## src/rtl/pm_timer_pkg.sv

```systemverilog
`timescale 1ns/1ps
package pm_timer_pkg;

    localparam int PRE_SEL_W  = 2;
    localparam int POST_SEL_W = 4;
    localparam int PRE_MAX    = 16;
    localparam int PRE_CW     = $clog2(PRE_MAX);

    typedef enum logic [1:0] {
        REG_COUNT  = 2'd0,
        REG_PERIOD = 2'd1,
        REG_CTRL   = 2'd2,
        REG_IRQ    = 2'd3
    } reg_sel_e;

    typedef struct packed {
        logic [POST_SEL_W-1:0] post_sel;
        logic                  run;
        logic [PRE_SEL_W-1:0]  pre_sel;
    } ctrl_t;

    typedef struct packed {
        logic en;
        logic flag;
    } irq_t;

    function automatic int unsigned pre_ratio(input logic [PRE_SEL_W-1:0] sel);
        case (sel)
            2'd0:    pre_ratio = 1;
            2'd1:    pre_ratio = 4;
            default: pre_ratio = 16;
        endcase
    endfunction

endpackage

```

## src/rtl/pmt_tick.sv

```systemverilog
`timescale 1ns/1ps
module pmt_tick #(
    parameter int DIV = 4
) (
    input  logic clk,
    input  logic rst,
    input  logic run_i,
    input  logic clr_i,
    output logic tick_o
);
    generate
        if (DIV <= 1) begin : g_pass
            assign tick_o = run_i;
        end else begin : g_div
            localparam int DW = $clog2(DIV);
            localparam logic [DW-1:0] LAST = DW'(DIV - 1);
            logic [DW-1:0] cnt_q;

            assign tick_o = run_i && (cnt_q == LAST);

            always_ff @(posedge clk) begin
                if (rst || clr_i) begin
                    cnt_q <= '0;
                end else if (run_i) begin
                    cnt_q <= (cnt_q == LAST) ? '0 : cnt_q + 1'b1;
                end
            end

            // divider never leaves its range
            p_div_range_r3: assert property (@(posedge clk) disable iff (rst)
                cnt_q <= LAST);
            // stopped divider holds
            p_div_hold_r9: assert property (@(posedge clk) disable iff (rst)
                (!run_i && !clr_i) |=> $stable(cnt_q));
        end
    endgenerate
endmodule

```

## src/rtl/pmt_prescale.sv

```systemverilog
`timescale 1ns/1ps
module pmt_prescale
    import pm_timer_pkg::*;
(
    input  logic                 clk,
    input  logic                 rst,
    input  logic                 tick_i,
    input  logic                 clr_i,
    input  logic [PRE_SEL_W-1:0] sel_i,
    output logic                 inc_o
);
    logic [PRE_CW-1:0] cnt_q;
    logic [PRE_CW-1:0] last;

    always_comb begin
        last  = PRE_CW'(pre_ratio(sel_i) - 1);
        inc_o = tick_i && (cnt_q == last);
    end

    always_ff @(posedge clk) begin
        if (rst || clr_i) begin
            cnt_q <= '0;
        end else if (tick_i) begin
            cnt_q <= (cnt_q == last) ? '0 : cnt_q + 1'b1;
        end
    end

    // prescale count stays below the selected ratio
    p_pre_bound_r3: assert property (@(posedge clk) disable iff (rst)
        cnt_q <= last);
    // a clear restarts the prescaler
    p_pre_clear_r10: assert property (@(posedge clk) disable iff (rst)
        clr_i |=> cnt_q == '0);
endmodule

```

## src/rtl/pmt_counter.sv

```systemverilog
`timescale 1ns/1ps
module pmt_counter #(
    parameter int W = 8
) (
    input  logic         clk,
    input  logic         rst,
    input  logic         inc_i,
    input  logic         wr_i,
    input  logic [W-1:0] wdata_i,
    input  logic [W-1:0] period_i,
    output logic [W-1:0] cnt_o,
    output logic         match_o
);
    logic [W-1:0] cnt_q;
    logic         match_q;
    logic         at_period;

    assign at_period = (cnt_q == period_i);

    always_ff @(posedge clk) begin
        if (rst) begin
            cnt_q   <= '0;
            match_q <= 1'b0;
        end else begin
            match_q <= inc_i && !wr_i && at_period;
            if (wr_i) begin
                cnt_q <= wdata_i;
            end else if (inc_i) begin
                cnt_q <= at_period ? '0 : cnt_q + 1'b1;
            end
        end
    end

    assign cnt_o   = cnt_q;
    assign match_o = match_q;

    // a match pulse always comes with a cleared counter
    p_match_zero_r4: assert property (@(posedge clk) disable iff (rst)
        match_q |-> cnt_q == '0);
    // without an advance or a write the counter holds
    p_cnt_hold_r9: assert property (@(posedge clk) disable iff (rst)
        (!inc_i && !wr_i) |=> $stable(cnt_q));
endmodule

```

## src/rtl/pmt_postscale.sv

```systemverilog
`timescale 1ns/1ps
module pmt_postscale
    import pm_timer_pkg::*;
(
    input  logic                  clk,
    input  logic                  rst,
    input  logic                  clr_i,
    input  logic                  match_i,
    input  logic [POST_SEL_W-1:0] sel_i,
    output logic                  term_o
);
    logic [POST_SEL_W-1:0] cnt_q;

    assign term_o = match_i && (cnt_q == sel_i);

    always_ff @(posedge clk) begin
        if (rst || clr_i) begin
            cnt_q <= '0;
        end else if (match_i) begin
            cnt_q <= term_o ? '0 : cnt_q + 1'b1;
        end
    end

    // postscale count never passes the selected limit
    p_post_bound_r6: assert property (@(posedge clk) disable iff (rst)
        cnt_q <= sel_i);
    // a clear restarts the postscaler
    p_post_clear_r10: assert property (@(posedge clk) disable iff (rst)
        clr_i |=> cnt_q == '0);
endmodule

```

## src/rtl/pm_timer.sv

```systemverilog
`timescale 1ns/1ps
module pm_timer
    import pm_timer_pkg::*;
#(
    parameter int CNT_W     = 8,
    parameter int INSTR_DIV = 4
) (
    input  logic             clk,
    input  logic             rst,
    input  logic             bus_wr,
    input  logic [1:0]       bus_addr,
    input  logic [CNT_W-1:0] bus_wdata,
    output logic [CNT_W-1:0] bus_rdata,
    output logic             period_match_o,
    output logic             irq_o
);
    localparam int CTRL_W = $bits(ctrl_t);
    localparam int IRQ_W  = $bits(irq_t);

    reg_sel_e         sel;
    logic             wr_cnt, wr_per, wr_ctrl, wr_irq;
    logic             scale_clr;
    logic [CNT_W-1:0] period_q;
    ctrl_t            ctrl_q;
    irq_t             irq_q;
    logic             tick, inc, match, term;
    logic [CNT_W-1:0] cnt;

    assign sel     = reg_sel_e'(bus_addr);
    assign wr_cnt  = bus_wr && (sel == REG_COUNT);
    assign wr_per  = bus_wr && (sel == REG_PERIOD);
    assign wr_ctrl = bus_wr && (sel == REG_CTRL);
    assign wr_irq  = bus_wr && (sel == REG_IRQ);
    assign scale_clr = wr_cnt || wr_ctrl;

    always_ff @(posedge clk) begin
        if (rst) begin
            period_q <= '1;
            ctrl_q   <= '0;
            irq_q    <= '0;
        end else begin
            if (wr_per)  period_q <= bus_wdata;
            if (wr_ctrl) ctrl_q   <= ctrl_t'(bus_wdata[CTRL_W-1:0]);
            if (wr_irq)  irq_q.en <= bus_wdata[1];
            if (term)        irq_q.flag <= 1'b1;
            else if (wr_irq) irq_q.flag <= bus_wdata[0];
        end
    end

    pmt_tick #(.DIV(INSTR_DIV)) u_tick (
        .clk   (clk),
        .rst   (rst),
        .run_i (ctrl_q.run),
        .clr_i (scale_clr),
        .tick_o(tick)
    );

    pmt_prescale u_pre (
        .clk   (clk),
        .rst   (rst),
        .tick_i(tick),
        .clr_i (scale_clr),
        .sel_i (ctrl_q.pre_sel),
        .inc_o (inc)
    );

    pmt_counter #(.W(CNT_W)) u_cnt (
        .clk     (clk),
        .rst     (rst),
        .inc_i   (inc),
        .wr_i    (wr_cnt),
        .wdata_i (bus_wdata),
        .period_i(period_q),
        .cnt_o   (cnt),
        .match_o (match)
    );

    pmt_postscale u_post (
        .clk    (clk),
        .rst    (rst),
        .clr_i  (scale_clr),
        .match_i(match),
        .sel_i  (ctrl_q.post_sel),
        .term_o (term)
    );

    always_comb begin
        case (sel)
            REG_COUNT:  bus_rdata = cnt;
            REG_PERIOD: bus_rdata = period_q;
            REG_CTRL:   bus_rdata = CNT_W'({1'b0, ctrl_q});
            default:    bus_rdata = CNT_W'(irq_q[IRQ_W-1:0]);
        endcase
    end

    assign period_match_o = match;
    assign irq_o          = irq_q.flag && irq_q.en;

    // no match pulse follows a cycle in which the timer was stopped
    p_off_nomatch_r9: assert property (@(posedge clk) disable iff (rst)
        !$past(ctrl_q.run) |-> !match);
    // the flag is cleared only through a register write
    p_flag_sticky_r7: assert property (@(posedge clk) disable iff (rst)
        (irq_q.flag && !wr_irq) |=> irq_q.flag);
    // a postscaler terminal count always leaves the flag set
    p_flag_set_r6: assert property (@(posedge clk) disable iff (rst)
        term |=> irq_q.flag);
    // the request never rises without the enable bit
    p_irq_gate_r8: assert property (@(posedge clk) disable iff (rst)
        irq_o |-> irq_q.en);
endmodule

```

## config.mk

```make
export PLATFORM = sky130hd
export DESIGN_NAME = pm_timer
export DESIGN_NICKNAME = d
export VERILOG_FILES = /design/src/rtl/pm_timer_pkg.sv /design/src/rtl/pmt_tick.sv /design/src/rtl/pmt_prescale.sv /design/src/rtl/pmt_counter.sv /design/src/rtl/pmt_postscale.sv /design/src/rtl/pm_timer.sv
export SDC_FILE = /design/constraint.sdc
export NUM_CORES = 1
export LEC_CHECK = 0
export ABC_AREA = 1
export BUFFER_PORTS_ARGS = -buffer_cell sky130_fd_sc_hd__buf_2
export CELL_PAD_IN_SITES_DETAIL_PLACEMENT = 1
export CELL_PAD_IN_SITES_GLOBAL_PLACEMENT = 2
export CORE_MARGIN = 3
export CORE_UTILIZATION = 33
export DETAILED_ROUTE_END_ITERATION = 12
export PLACE_DENSITY_LB_ADDON = 0.1
export SLEW_MARGIN = 20
export SYNTH_ARGS = -nofsm -noshare
export SYNTH_HDL_FRONTEND = slang
export SYNTH_HIERARCHICAL = 1
export SYNTH_SLANG_ARGS = --single-unit
```

## constraint.sdc

```tcl
create_clock -name clk -period 2.24 [get_ports clk]
set_clock_uncertainty 0.15 [all_clocks]
set_input_delay 0.448 -clock clk [delete_from_list [all_inputs] [get_ports clk]]
set_output_delay 0.448 -clock clk [all_outputs]
set_load 0.01 [all_outputs]
```

==> results.json <==
{
  "grt_pass1_vias": 2074,
  "fin_nets": 362,
  "ctsHoldBuffers": 0,
  "r2r_slack_ns": 0.35,
  "clkSlewWorstSetupHoldPaths_ns": 0.08,
  "synthTopCellsByCount": "nand2_1 (102), inv_1 (38), dfxtp_1 (36), nand3_1 (24), nor2_1 (18)",
  "hold_viol_final": 0,
  "power_mw": 1.35,
  "netSwitchingFraction_pct": 28.3,
  "num_rows": 29,
  "whs_ns": 0.230,
  "post_cts_resized": 0,
  "dr.pass1.iters": 4,
  "r2r_cells": 8,
  "die_area_um2": 7700,
  "postCtsSetupBuffers": 0,
  "hold_path.class": "input pin to flop",
  "synth_flop_cell": "dfxtp_1",
  "h-tree-depth": 2,
  "fin_crit_sh_pct": 86.7,
  "cp.required_ns": 1.64,
  "syn_area_per_cell_um2": 6.98,
  "cts.sinks": 36,
  "setup_ws_ns": 0.299,
  "syn-cell-area_um2": 2200,
  "fin_tns_setup_ns": 0,
  "syn_nets": 333,
  "setup_viol": 0,
  "fin_crit_ns": 1.94,
  "die_h_um": 87.7,
  "max-cap-violations": 0,
  "max_freq_mhz": 515,
  "dp_worst_setup_slack_ns": 0.286,
  "ys_seq_elements": 36,
  "end_kind": "primary output",
  "io_pins": 23,
  "io_buffers": 22,
  "synthArstFlopShare_pct": 0,
  "detail-route-antenna-nets": 0,
  "synthTopCellsByArea": "dfxtp_1 (33%), nand2_1 (17%), inv_1 (6.5%), nand3_2 (5.9%), nand3_1 (5.4%)",
  "synth-seq-area-share_pct": 32.7,
  "peakVddDrop_uv": 228,
  "root_buffer": "clkbuf_8",
  "initial_core_util_pct": 34.3,
  "clockBufferDepth": 2,
  "r2r-end": "u_cnt/cnt_o[6]",
  "power.switching_mw": 0.381,
  "antenna_cells": 0,
  "synth_cells": 316,
  "wl_per_cell_um": 14.5,
  "power.density_nw_per_um2": 537,
  "combPwrFrac_pct": 12.7,
  "cts_buffers": 5,
  "status": "finished clean",
  "startpoint_type": "input pin",
  "internal_power_mw": 0.966,
  "path_class": "input pin to primary output",
  "p_clk_share_pct": 36.8,
  "tightest_slew_ns": 0.602,
  "yosysWarnings": 6,
  "fp.coreArea_um2": 6420,
  "grt-ovfl-total": 0,
  "p_leak_nw": 1.12,
  "reg2reg_from": "u_tick/g_div.cnt_q[0]",
  "syn_to_final_growth_pct": 13.8,
  "synthDistinctLibCells": 29,
  "synth_most_common_cell": "nand2_1",
  "pwr-share-seq_pct": 50.5,
  "grt_util_all_layers_pct": 17.5,
  "hp-start": "bus_wdata[7]",
  "antenna_found_initial": 0,
  "vias": 2046,
  "finalMaxSlewViolations": 0,
  "dp_hpwl_um": 4700,
  "grt_pass1_wl_um": 10200,
  "first_iter_violations": 54,
  "slew_headroom_pct": 59.4,
  "grt_max_degree": 16,
  "worstPathMaxFanout": 8,
  "synth_top_area_cell": "dfxtp_1",
  "holdPathStages": 3,
  "die_w_um": 87.7,
  "drt_wl_total_um": 6140,
  "hold_end": "period_q[7]",
  "gp_congestion": 0.771,
  "crit_arrival_ns": 1.34,
  "cts_tree": "done",
  "worstSkewPairLatency_ns": 0.29,
  "synthDominantCellAreaShare_pct": 32.7,
  "viasPerCell": 4.84,
  "synth_edf_count": 0,
  "drc_errors": 0,
  "drive_above_1_share_pct": 22.3,
  "rsz0062_at_grt": "no"
}
-- cells by family after synthesis --
| family | Yosys count | share of synthesized area, % |
|---|---|---|
| adders and majority gates | 4 | 2.27 |
| and+or+nand+nor | 180 | 41.3 |
| buffers and inverters | 49 | 9.14 |
| AOI/OAI and AO/OA | 36 | 10.2 |
| xor gates and xnor gates | 11 | 4.37 |
| DFF | 36 | 32.7 |
-- registers in the layout, indices dropped and copies added, names as in the netlist --
name	count
u_pre/cnt_q	4
u_tick/g_div.cnt_q	2
u_cnt/cnt_o	8
u_post/cnt_q	4
period_q	8
irq_q	2
u_cnt/match_o	1
ctrl_q	7
-- power groups by stage --
stage / clock, mW / combinational, mW / sequential, mW
CTS: 0.517 / 0.174 / 0.681
global placement: 0 / 0.171 / 0.696
detailed placement: 0 / 0.173 / 0.696
floorplan: 0 / 0.110 / 0.689
finish: 0.496 / 0.171 / 0.681
global route: 0.543 / 0.194 / 0.685
-- layer usage --
metal	wire length [µm]	global-route usage, %	share of wire, %	vias to the layer above
met5	0	0	0	-
met4	69	4.60	1.1	0
met3	189	3.48	3.1	5
met2	2860	29.2	47	17
met1	3020	22.9	49	963
li1	-	-	-	1061
-- cells in the final DEF, fill, tap and decap left out, types with 2 or more instances in the layout --
cell / synthesis / layout
nand2_1: 102 / 102
nor2_2: 9 / 9
nand4_1: 5 / 5
nor2_4: 2 / 2
nand2_2: 2 / 2
buf_4: 0 / 6
a21oi_2: 5 / 5
ha_1: 4 / 4
xor2_1: 3 / 3
o21ai_0: 5 / 5
a22oi_1: 8 / 8
nand3_2: 13 / 13
inv_1: 38 / 38
clkinv_2: 0 / 2
nor2_1: 18 / 18
inv_2: 5 / 5
dfxtp_1: 36 / 36
nand3_1: 24 / 24
xnor2_1: 8 / 8
clkbuf_8: 0 / 6
a21oi_1: 16 / 16
buf_2: 2 / 22
-- critical path, cell delays in order --
cell and delay, ns:
buf_2 0.13, inv_2 0.08, nand2_2 0.08, inv_1 0.26
nand2_1 0.09, nand4_1 0.11, buf_2 0.15
-- per-stage QoR --
step	cells	instance area [µm²]	util (%)
final	423	2510	39.1
after global routing	423	2510	39.1
after CTS	423	2510	39.1
after detailed placement	415	2420	37.6
after global placement	415	2420	37.6
after floorplan	316	2200	-
-- layout make-up --
cell class                 instances  area (µm²)
inverter                          43         161
clock inverter                     2        10.0
sequential                        36         721
tap                               77        96.3
multi-input combinational        231        1280
clock buffer                       6        82.6
timing repair buffer              28         155
fill                             832        3910
-- worst max path at each step --
stage               cells past startpoint             end                  start
finish                                  7    bus_rdata[0]            bus_addr[1]
global route                            8  u_cnt/cnt_o[6]  u_tick/g_div.cnt_q[0]
CTS                                     7    bus_rdata[0]            bus_addr[1]
detailed placement                      7    bus_rdata[0]            bus_addr[1]
global placement                        7    bus_rdata[0]            bus_addr[1]
floorplan                               7  u_cnt/cnt_o[0]            bus_addr[1]
No activity file was read; power rests on OpenSTA's default activity.
